$ cat src/rtl/rst_hold_meter.sv
module rst_hold_meter #(
  parameter int CNT_W         = 29,
  parameter int TICKS_PER_SEC = 25_000_000,
  parameter int SEC_W         = 8
) (
  input  logic        clk,
  input  logic        rst_n,
  input  logic        pin_n,
  input  logic        wr_en,
  input  logic        wr_addr,
  input  logic [31:0] wr_data,
  input  logic        rd_addr,
  output logic [31:0] rd_data,
  output logic        long_press
);
  localparam logic [CNT_W-1:0] CNT_MAX = {CNT_W{1'b1}};

  logic [1:0]       sync_q;
  logic [CNT_W-1:0] cnt_q;
  logic [SEC_W-1:0] thr_q;
  logic             clr, thr_we, held_low;
  logic [63:0]      target;
  logic             unused_wr;

  assign clr      = wr_en && !wr_addr && wr_data[31];
  assign thr_we   = wr_en && wr_addr;
  assign held_low = !sync_q[1];

  always_ff @(posedge clk) begin
    if (!rst_n) sync_q <= 2'b11;
    else        sync_q <= {sync_q[0], pin_n};
  end

  always_ff @(posedge clk) begin
    if (!rst_n)                        cnt_q <= '0;
    else if (clr)                      cnt_q <= '0;
    else if (held_low && cnt_q != CNT_MAX) cnt_q <= cnt_q + 1'b1;
  end

  always_ff @(posedge clk) begin
    if (!rst_n)      thr_q <= '0;
    else if (thr_we) thr_q <= wr_data[SEC_W-1:0];
  end

  assign target     = 64'(thr_q) * 64'(TICKS_PER_SEC);
  assign long_press = (thr_q != '0) && (64'(cnt_q) >= target);
  assign rd_data    = rd_addr ? 32'(thr_q) : 32'(cnt_q);
  assign unused_wr  = ^wr_data;
endmodule


$ cat config.mk
export PLATFORM = sky130hd
export DESIGN_NAME = rst_hold_meter
export DESIGN_NICKNAME = d
export VERILOG_FILES = /design/src/rtl/rst_hold_meter.sv
export SDC_FILE = /design/constraint.sdc
export NUM_CORES = 1
export LEC_CHECK = 0
export ABC_AREA = 1
export BUFFER_PORTS_ARGS = -buffer_cell sky130_fd_sc_hd__buf_2
export CAP_MARGIN = 30
export CORE_ASPECT_RATIO = 0.6
export CORE_UTILIZATION = 57
export CTS_BUF_LIST = sky130_fd_sc_hd__clkbuf_16
export CTS_CLUSTER_DIAMETER = 30
export DETAILED_ROUTE_END_ITERATION = 7
export GPL_TIMING_DRIVEN = 0
export PLACE_DENSITY_LB_ADDON = 0.12
export REMOVE_ABC_BUFFERS = 1
export SYNTH_ARGS = -nofsm -noshare
export SYNTH_HDL_FRONTEND = slang
export SYNTH_SLANG_ARGS = --single-unit
$ cat constraint.sdc
create_clock -name clk -period 6.3 [get_ports clk]
set_input_delay 0.315 -clock clk [delete_from_list [all_inputs] [get_ports clk]]
set_output_delay 0.315 -clock clk [all_outputs]
set_load 0.02 [all_outputs]
==> metrics.log, run 1 <==
INFO  metric outcome = finished clean
INFO  metric critical_path.startpoint = thr_q[6]
INFO  metric worstHoldEndpoint = sync_q[0]
INFO  metric cts_hold_repair.buffers = 0
INFO  metric nNetsFinal = between 1000 and 1500
INFO  metric placed_cells = 967
INFO  metric worst_r2r_startpoint = cnt_q[1]
INFO  metric synthesis.yosys.warnings = 0
INFO  metric report.final.setup_viol = 0
INFO  metric synthDominantCellAreaShare = about 17%
INFO  metric vdd_ir_drop_max = 0.125 mV
INFO  metric cap_violations = 0
INFO  metric ys_seq_elements = 39
INFO  metric post_synthesis_average_cell_area = a little under 7 um2
INFO  metric gpl.final_weighted_congestion = 0.929
INFO  metric crit_path_start_kind = register
INFO  metric post_layout_nonfiller_instances = 977
INFO  metric die-area = 10200 um2
INFO  metric initial_core_util = 59.8%
INFO  metric drt_pass1_iterations = 6
INFO  metric via_count = 5238
INFO  metric grt_util_all_layers = between 30% and 40%
INFO  metric count_of_clock_tree_sinks = 39
INFO  metric register_area = 792 um2
INFO  metric worstHoldPathType = in -> reg
INFO  metric max_slew_margin = 48.0%
INFO  metric layout-area-overhead-vs-synth = 9.22%
INFO  metric die_y = 78.6 um
INFO  metric post_drt_via_cell_ratio = between 5 and 6
INFO  metric grt_antenna_before_repair = 0
INFO  metric final_hold_viol_count = 0
INFO  metric final.min_clock_period = 5.99 ns
INFO  metric layout.cells.most_common = nand2_1
INFO  metric power_leakage = ~0.0031 uW
INFO  metric endpoint_kind = output pin
INFO  metric diodes = 0
INFO  metric synth_sequential_area_ratio = 14.0%
INFO  metric clockBufferDepth = 2
INFO  metric timing.final.crit_share = 95.1%
INFO  metric route.detailed.drc = 0
INFO  metric clock_tree.root_cell = clkbuf_16
INFO  metric die_w = 130 um
INFO  metric timing.critical_path.arrival = 5.68 ns
INFO  metric insertion_delay = 0.29 ns
INFO  metric cts_htree_levels = 2
INFO  metric grt_start_max_net_pins = 37
INFO  metric timing.hold.ws = 0.209 ns
INFO  metric synthCells = 807
INFO  metric area_of_the_mapped_netlist = 5580 um2
INFO  metric worst_hold_startpoint = pin_n
INFO  metric placeable_core_area = around 9300 um2
INFO  metric netlist-cell-type-count = 39
INFO  metric final.fill_count = approximately 860
INFO  metric number_of_buffers_created_by_cts = 5
INFO  metric fmax = 0.167 GHz
INFO  metric layout_common_cells = 176 x nand2_1, 175 x inv_1, 76 x ha_1
INFO  metric grt_pass1_wl = 24500 um
INFO  metric power = 1470 uW
INFO  metric setup.worst_path.class = reg -> out
INFO  metric critical_path_required = 5.98 ns
INFO  metric routed_antenna_nets = 0
INFO  metric fraction_of_final_layout_cells_with_drive_strength_greater_than_1 = 11.0%
INFO  metric power.density_cell_area = 241 nW/um2
INFO  metric wire_per_inst = 16.0 um
INFO  metric rows = 27
INFO  metric finish.instance_area = 6090 um2
INFO  metric worst-r2r-setup-slack = 3.67 ns
INFO  metric grt_pass1_vias = 4654
INFO  metric tightest_slew = 0.779 ns
INFO  metric worst-path-max-fanout = 8
INFO  metric area_of_the_multi_input_gates = ~4100 um2
INFO  metric post_dp_cell_area = roughly 5900 um2
INFO  metric hold_path_depth = 2
INFO  metric buffer_ports.inserted = 44
INFO  metric tritoncts_clock_tree = built
INFO  metric netlist_top_cells_area = ha_1 17%, fa_1 15%, dfxtp_1 14%
INFO  metric clkTransAtPathRegs = 0.06 ns
INFO  metric synth_top_area_cell = ha_1
INFO  metric r2r_cells = 10
INFO  metric crit-reg2reg-capture = cnt_q[6]
INFO  metric hpwlAfterDp = 12900 um
INFO  metric finalMaxSlewViolations = 0
INFO  metric count_of_pins_on_the_block_boundary = 71
INFO  metric routed_wl = 15600 um
INFO  metric grt-ovfl-total = 0
INFO  metric clock_skew = roughly 0.006 ns
INFO  metric first_iter_violations = between 400 and 500
## final cells by class
class | instances | area share (%)
clock buffers | 5 | 2.05
clock inverters | 3 | 0.267
multi-input cells | 577 | 66.9
inverters | 176 | 10.8
well taps | 130 | 2.67
repair buffers | 47 | 4.31
flip-flops and latches | 39 | 13.0
## worst max-delay path, cell delays in order, from the launching register on
cell	delay, ns
dfxtp_4	0.39
fa_2	0.58
inv_1	0.07
fa_1	0.48
inv_1	0.08
fa_1	0.55
inv_1	0.06
fa_1	0.62
inv_1	0.10
ha_4	0.29
nand2_1	0.11
nor2_2	0.16
nand2_1	0.07
nand3_1	0.11
nand2_1	0.07
nand2_1	0.10
a21oi_1	0.08
xor2_1	0.15
ha_1	0.33
nand4_1	0.17
nor3_1	0.17
nand4_1	0.16
o211ai_1	0.15
a21oi_1	0.06
nor2_1	0.09
buf_2	0.16
## routing by layer
metal	global-route usage, %	vias up	wire [um]
li1	-	2596	-
met4	3.14	0	90
met2	41.2	213	5760
met3	8.45	10	1430
met5	0	-	0
met1	51.6	2419	8320
## cells in the mapped netlist (all sizes together)
cell	number
o31ai	1
nor2	72
o21ai	32
a21boi	1
inv	175
nand2	182
nand3	23
and3	1
clkinv	1
xnor2	9
xor2	21
nor3	20
o21a	2
mux2	1
a31oi	2
nor4	5
conb	1
dfxtp	39
fa	41
clkbuf	7
o21bai	1
a21oi	60
ha	77
nand4	18
o211ai	1
or2	2
a41oi	1
buf	10
nor3b	1
## timing repair
| item | CTS | global route |
|---|---|---|
| gates cloned | 0 | 0 |
| endpoints found under the hold margin | 0 | 0 |
| resized for setup | 1 | 16 |
| endpoints found under the setup margin | 1 | 1 |
| pin swaps | 0 | 3 |
| buffers inserted | 0 | 2 |
## how the worst max path moves through the flow
| stage | end | slack, ns | depth (start not counted) |
|---|---|---|---|
| 4_1_cts | long_press | 0.04 | 24 |
| 3_3_place_gp | long_press | 0.38 | 23 |
| 5_1_grt | long_press | -0.03 | 25 |
| 3_5_place_dp | long_press | 0.26 | 23 |
| 6_report | long_press | 0.31 | 25 |
| 2_1_floorplan | long_press | 0.99 | 22 |
## power by group
group          switching, uW  internal, uW  leakage [uW]
clock                    109           145     0.0000710
sequential              10.3           251      0.000319
combinational            609           342       0.00271
## stage by stage
stage / setup TNS, ns / utilization (%) / setup WS, ns
6_report: 0 / 65.4 / 0.310
5_1_grt: -0.0274 / 65.4 / -0.0274
4_1_cts: 0 / 64.8 / 0.0404
3_5_place_dp: 0 / 63.2 / 0.261
3_3_place_gp: 0 / 62.8 / 0.378
2_1_floorplan: 0 / - / 0.992
## sequential cells by signal (all words and copies together), names as in the netlist
register	cells
cnt_q	29
sync_q	2
thr_q	8
## kinds of logic (layout without fill, tap and decap cells)
logic type | Yosys count | after routing | share of synthesized area (%)
compound gates | 101 | 101 | 9.98
xor+xnor | 30 | 30 | 4.71
fa+ha+maj | 118 | 118 | 32.0
buf+inv | 193 | 231 | 13.9
flops | 39 | 39 | 14.0
mux | 1 | 1 | 0.202
other cells | 1 | 3 | 0.0672
simple gates | 324 | 324 | 25.2
(Power assumes the default switching activity.)
==> run 2: changes to the inputs <==
Settings changed: GPL_TIMING_DRIVEN 0 to not set, HOLD_SLACK_MARGIN set to 0.08.
==> metrics.log, run 2 (synthesized netlist as in run 1, its figures left out) <==
INFO  metric largest_reg_flops = 29
INFO  metric cts_htree_levels = 2
INFO  metric outcome = finished clean
INFO  metric buffer_ports.inserted = between 40 and 50
INFO  metric finalMaxSlewViolations = 0
INFO  metric via_count = 5211
INFO  metric initial_core_util = 59.8%
INFO  metric routed_antenna_nets = 0
INFO  metric timing.setup.tns = 0 ns
INFO  metric nNetsFinal = 1003
INFO  metric switching_power = 716 uW
INFO  metric cts_hold_repair.buffers = 0
INFO  metric finish.instance_area = 6070 um2
INFO  metric worstHoldPathType = in -> reg
INFO  metric cap_violations = 0
INFO  metric final.fill_count = a little under 900
INFO  metric worst-path-max-fanout = 5
INFO  metric grt_pass1_vias = 4759
INFO  metric post_drt_via_cell_ratio = 5.33
INFO  metric grt_util_all_layers = 32.2%
INFO  metric placeable_core_area = 9320 um2
INFO  metric die-area = 10200 um2
INFO  metric fraction_of_final_layout_cells_with_drive_strength_greater_than_1 = 10.6%
INFO  metric diodes = 0
INFO  metric report.final.setup_viol = 0
INFO  metric post_dp_cell_area = 5890 um2
INFO  metric crit_path_start_kind = register
INFO  metric power.density_cell_area = around 240 nW/um2
INFO  metric vdd_ir_drop_max = 0.146 mV
INFO  metric setup.worst_path.class = reg -> out
INFO  metric hpwlAfterDp = 13000 um
INFO  metric post-place-ws = about 0.47 ns
INFO  metric gpl.final_weighted_congestion = 0.977
INFO  metric clockBufferDepth = 2
INFO  metric clkTransAtPathRegs = 0.06 ns
INFO  metric post_layout_nonfiller_instances = 978
INFO  metric grt_start_max_net_pins = 37
INFO  metric timing.critical_path.arrival = ~5.6 ns
INFO  metric clock_skew = between 0.006 and 0.007 ns
INFO  metric tightest_slew = ~0.8 ns
INFO  metric die_w = 130 um
INFO  metric grt_pass1_wl = 24700 um
INFO  metric internal_power = 734 uW
INFO  metric share_seq_of_total_power = 17.8%
INFO  metric placed_cells = 969
INFO  metric worst_slack = 0.361 ns
INFO  metric clock_tree.root_cell = clkbuf_16
INFO  metric worst_hold_startpoint = pin_n
INFO  metric grt_antenna_before_repair = 0
INFO  metric slowest_stage = fa_2
INFO  metric rows = 27
INFO  metric layout-area-overhead-vs-synth = 8.72%
INFO  metric power_leakage = 0.00309 uW
INFO  metric insertion_delay = approximately 0.29 ns
INFO  metric tritoncts_clock_tree = built
INFO  metric crit_chain = fa_2 -> fa_1 -> fa_1 -> inv_1 -> fa_1 -> inv_1 -> ha_1 -> a21oi_2 -> a21boi_0 -> o21ai_1 -> nand3_1 -> nand3_1 -> xnor2_1 -> ha_1 -> nand4_1 -> nor3_2 -> nand4_1 -> o211ai_1 -> a21oi_1 -> nor2_1 -> buf_2
INFO  metric fmax = 0.168 GHz
INFO  metric layout_common_cells = 176 x nand2_1, 174 x inv_1, 76 x ha_1
INFO  metric wire_per_inst = between 15 and 20 um
INFO  metric final_hold_viol_count = 0
INFO  metric r2r_cells = 10
INFO  metric routed_wl = 15500 um
INFO  metric layout.cells.most_common = nand2_1
INFO  metric number_of_buffers_created_by_cts = 5
INFO  metric worst_path_most_repeated_cell = fa_1
INFO  metric grt-ovfl-total = 0
INFO  metric timing.final.crit_share = between 90% and 100%
INFO  metric route.detailed.drc = 0
INFO  metric final.min_clock_period = 5.94 ns
INFO  metric count_of_clock_tree_sinks = 39
INFO  metric drt_pass1_iterations = 5
INFO  metric critical_path_required = 5.98 ns
INFO  metric crit-reg2reg-capture = cnt_q[6]
INFO  metric critical-path-max-stage-delay = 0.69 ns
INFO  metric hold_path_depth = 2
INFO  metric worstHoldEndpoint = sync_q[0]
INFO  metric rsz0062_at_grt = false
INFO  metric top_register = cnt_q
INFO  metric worst-r2r-setup-slack = 3.70 ns
INFO  metric count_of_pins_on_the_block_boundary = 71
INFO  metric endpoint_kind = output pin
INFO  metric max_slew_margin = 45.0%
INFO  metric largestRegisters = cnt_q (29), thr_q (8), sync_q (2)
INFO  metric clock_power_share = between 10% and 20%
INFO  metric die_y = 78.6 um
INFO  metric power_frac_comb = between 60% and 70%
INFO  metric sw_frac_of_total = 49.4%
INFO  metric first_iter_violations = 394
INFO  metric worst_r2r_startpoint = cnt_q[1]
-- run 2: stage by stage --
stage	util (%)	hold slack, ns	total power [uW]
3_5_place_dp	63.2	0.411	1170
2_1_floorplan	-	0.392	924
3_3_place_gp	63.2	0.406	1160
5_1_grt	65.1	0.208	1590
6_report	65.1	0.209	1450
4_1_cts	64.7	0.208	1430
-- run 2: worst max path at each step --
stage | depth (start not counted) | start | end | slack (ns)
finish | 21 | thr_q[3] | long_press | 0.36
global route | 25 | thr_q[7] | long_press | 0.001
CTS | 23 | thr_q[7] | long_press | 0.13
detailed placement | 23 | thr_q[7] | long_press | 0.47
global placement | 21 | thr_q[2] | long_press | 0.54
floorplan | 22 | thr_q[5] | long_press | 0.99
-- run 2: power by group through the flow --
stage                     clock network (uW)  logic [uW]  registers (uW)
final                                    255         937             259
after detailed placement                   0         907             264
after global placement                     0         892             264
after global routing                     266        1060             260
after floorplan                            0         661             263
after CTS                                257         916             258
-- run 2: worst max-delay path, delay by kind of cell (launching register included) --
kind | cells | cell delay (ns)
adders and majority gates | 6 | 2.91
AOI/OAI and AO/OA | 5 | 0.84
and+or+nand+nor | 6 | 0.79
DFF | 1 | 0.37
buffers and inverters | 3 | 0.27
xor gates and xnor gates | 1 | 0.16
-- run 2: area by class of cell --
type	count	area [um2]	area share, %
Clock buffer	5	125	2.06
Clock inverter	3	20.0	0.330
Sequential cell	39	783	12.9
Inverter	176	661	10.9
Timing Repair Buffer	48	250	4.12
Tap cell	130	163	2.68
Multi-Input combinational cell	577	4070	67.0
-- run 2: what timing repair did --
item                       4_1_cts  5_1_grt
setup endpoints to repair        0        1
hold endpoints to repair         0        0
buffers inserted                 0        1
resized for setup                0       10
-- run 2: per-layer routing --
metal | up-vias | wire length [um] | GRT usage (%) | share of wire, %
met5 | - | 0 | 0 | 0
met4 | 0 | 32 | 2.56 | 0.21
met3 | 4 | 1900 | 11.9 | 12
met2 | 237 | 5640 | 41.4 | 36
met1 | 2378 | 7880 | 50.9 | 51
li1 | 2592 | - | - | -
==> run 3: changes to the inputs <==
Settings changed: CORE_ASPECT_RATIO 0.6 to 1.1, PLACE_DENSITY set to 0.77, PLACE_DENSITY_LB_ADDON 0.12 to not set.
==> metrics.log, run 3 (synthesized netlist as in run 1, its figures left out) <==
INFO  metric critPathCapture = long_press
INFO  metric clockBufferDepth = 2
INFO  metric clock_power_share = approximately a fifth
INFO  metric r2r_cells = 9
INFO  metric routed_wl = ~14000 um
INFO  metric fraction_of_final_layout_cells_with_drive_strength_greater_than_1 = a little over a tenth
INFO  metric drt_pass1_iterations = 5
INFO  metric crit-reg2reg-capture = cnt_q[7]
INFO  metric cts_htree_levels = 2
INFO  metric grt_start_max_net_pins = 37
INFO  metric timing.final.crit_share = 94.2%
INFO  metric routed_antenna_nets = 0
INFO  metric buffer_ports.inserted = 44
INFO  metric die_y = 106 um
INFO  metric setup.worst_path.class = reg -> out
INFO  metric via_count = ~5200
INFO  metric worst-path-max-fanout = 8
INFO  metric cap_violations = 0
INFO  metric critical_path_required = ~6 ns
INFO  metric switching_power = 693 uW
INFO  metric critical-path-max-stage-delay = about 0.60 ns
INFO  metric count_of_clock_tree_sinks = 39
INFO  metric grt_pass1_wl = 23400 um
INFO  metric count_of_pins_on_the_block_boundary = 71
INFO  metric report.final.setup_viol = 0
INFO  metric finalMaxSlewViolations = 0
INFO  metric rsz0062_at_grt = false
INFO  metric post_drt_via_cell_ratio = 5.40
INFO  metric initial_core_util = between 50% and 60%
INFO  metric timing.setup.tns = 0 ns
INFO  metric clkTransAtPathRegs = 0.06 ns
INFO  metric tritoncts_clock_tree = built
INFO  metric grt_util_all_layers = 29.4%
INFO  metric hpwlAfterDp = between 10000 and 15000 um
INFO  metric grt_antenna_before_repair = 0
INFO  metric worstHoldPathType = in -> reg
INFO  metric nNetsFinal = between 1000 and 1500
INFO  metric max_slew_margin = between 40% and 50%
INFO  metric rows = 37
INFO  metric sw_frac_of_total = 47.3%
INFO  metric layout.cells.most_common = nand2_1
INFO  metric largest_reg_flops = 29
INFO  metric largestRegisters = cnt_q (29), thr_q (8), sync_q (2)
INFO  metric internal_power = 772 uW
INFO  metric power.density_cell_area = approximately 240 nW/um2
INFO  metric timing.critical_path.arrival = 5.62 ns
INFO  metric grt-ovfl-total = 0
INFO  metric clock_tree.root_cell = clkbuf_16
INFO  metric tightest_slew = 0.798 ns
INFO  metric placeable_core_area = 9440 um2
INFO  metric power_leakage = 0.00311 uW
INFO  metric wire_per_inst = 14.7 um
INFO  metric insertion_delay = approximately 0.29 ns
INFO  metric outcome = finished clean
INFO  metric vdd_ir_drop_max = 0.120 mV
INFO  metric worst-r2r-setup-slack = between 3 and 4 ns
INFO  metric gpl.final_weighted_congestion = 0.945
INFO  metric number_of_buffers_created_by_cts = 5
INFO  metric layout-area-overhead-vs-synth = 9.22%
INFO  metric final.min_clock_period = ~5.9 ns
INFO  metric fmax = between 0.15 and 0.2 GHz
INFO  metric top_register = cnt_q
INFO  metric critical_path.startpoint = thr_q[6]
INFO  metric first_iter_violations = 280
INFO  metric route.detailed.drc = 0
INFO  metric slowest_stage = fa_2
INFO  metric layout_common_cells = 176 x nand2_1, 174 x inv_1, 76 x ha_1
INFO  metric worst_r2r_startpoint = cnt_q[1]
INFO  metric power_frac_comb = between 60% and 70%
INFO  metric diodes = 0
INFO  metric final_hold_viol_count = 0
INFO  metric clock_skew = around 0.0078 ns
INFO  metric layout.core_utilization = 64.5%
INFO  metric crit_path_start_kind = register
INFO  metric endpoint_kind = output pin
INFO  metric share_seq_of_total_power = between 15 and 20%
INFO  metric power = 1470 uW
INFO  metric grt_pass1_vias = roughly 5000
INFO  metric die_w = roughly 96 um
INFO  metric die-area = 10200 um2
## run 3: changes by cell type in the layout (fill, tap and decap cells not counted)
cell        before  now
buf_4            4    2
nor2_1          68   66
o21ai_2          1    0
clkinv_2         0    1
o21ai_1          1    2
ha_2             1    0
clkinvlp_4       1    0
nor2_2           1    3
a21oi_1         51   52
clkinv_1         2    1
bufinv_16        0    1
a21oi_2          9    8
buf_16           0    1
ha_4             0    1
## run 3: routing by layer
metal  GRT usage, %  vias up  share of wire [%]
li1               -     2591                  -
met1           41.5     2432                 47
met2           48.2      166                 46
met3           4.47       18                6.2
met4           4.20        0               0.93
met5              0        -                  0
## run 3: repair_timing
action / CTS / global route
hold buffers: 0 / 0
gates resized for setup: 0 / 10
setup buffers: 0 / 1
setup endpoints to repair: 0 / 1
## run 3: how the worst min path moves through the flow
stage / startpoint / endpoint / slack, ns / depth (start not counted)
after detailed placement: sync_q[0] / sync_q[1] / 0.40 / 1
after global routing: pin_n / sync_q[0] / 0.22 / 2
final: pin_n / sync_q[0] / 0.21 / 2
after floorplan: sync_q[0] / sync_q[1] / 0.39 / 1
after global placement: sync_q[0] / sync_q[1] / 0.41 / 1
after CTS: pin_n / sync_q[0] / 0.21 / 2
## run 3: stage by stage
stage	cells	area, um2	hold WS (ns)	setup WS [ns]
floorplan	792	5470	0.392	0.992
CTS	963	6060	0.214	0.0905
global placement	954	5860	0.406	0.528
detailed placement	955	5890	0.399	0.428
global route	964	6090	0.216	0.0216
finish	964	6090	0.211	0.364
## run 3: final cells by class
| type | instances | area, um2 |
|---|---|---|
| Timing Repair Buffer | 47 | 263 |
| Fill cell | 896 | 3350 |
| Clock buffer | 5 | 125 |
| Sequential cell | 39 | 783 |
| Clock inverter | 3 | 43.8 |
| Tap cell | 117 | 146 |
| Inverter | 176 | 661 |
| Multi-Input combinational cell | 577 | 4070 |
## run 3: worst max-delay path, delay by kind of cell (launching register included)
kind | cells | cell delay (ns)
fa+ha+maj | 6 | 2.80
simple gates | 10 | 1.19
buf+inv | 5 | 0.46
flops | 1 | 0.40
compound gates | 3 | 0.30
xor+xnor | 1 | 0.16
## run 3: power groups by stage
stage	clock [uW]	sequential, uW	combinational, uW
5_1_grt	307	260	1050
2_1_floorplan	0	263	661
3_3_place_gp	0	265	853
6_report	296	260	909
3_5_place_dp	0	265	879
4_1_cts	294	260	890
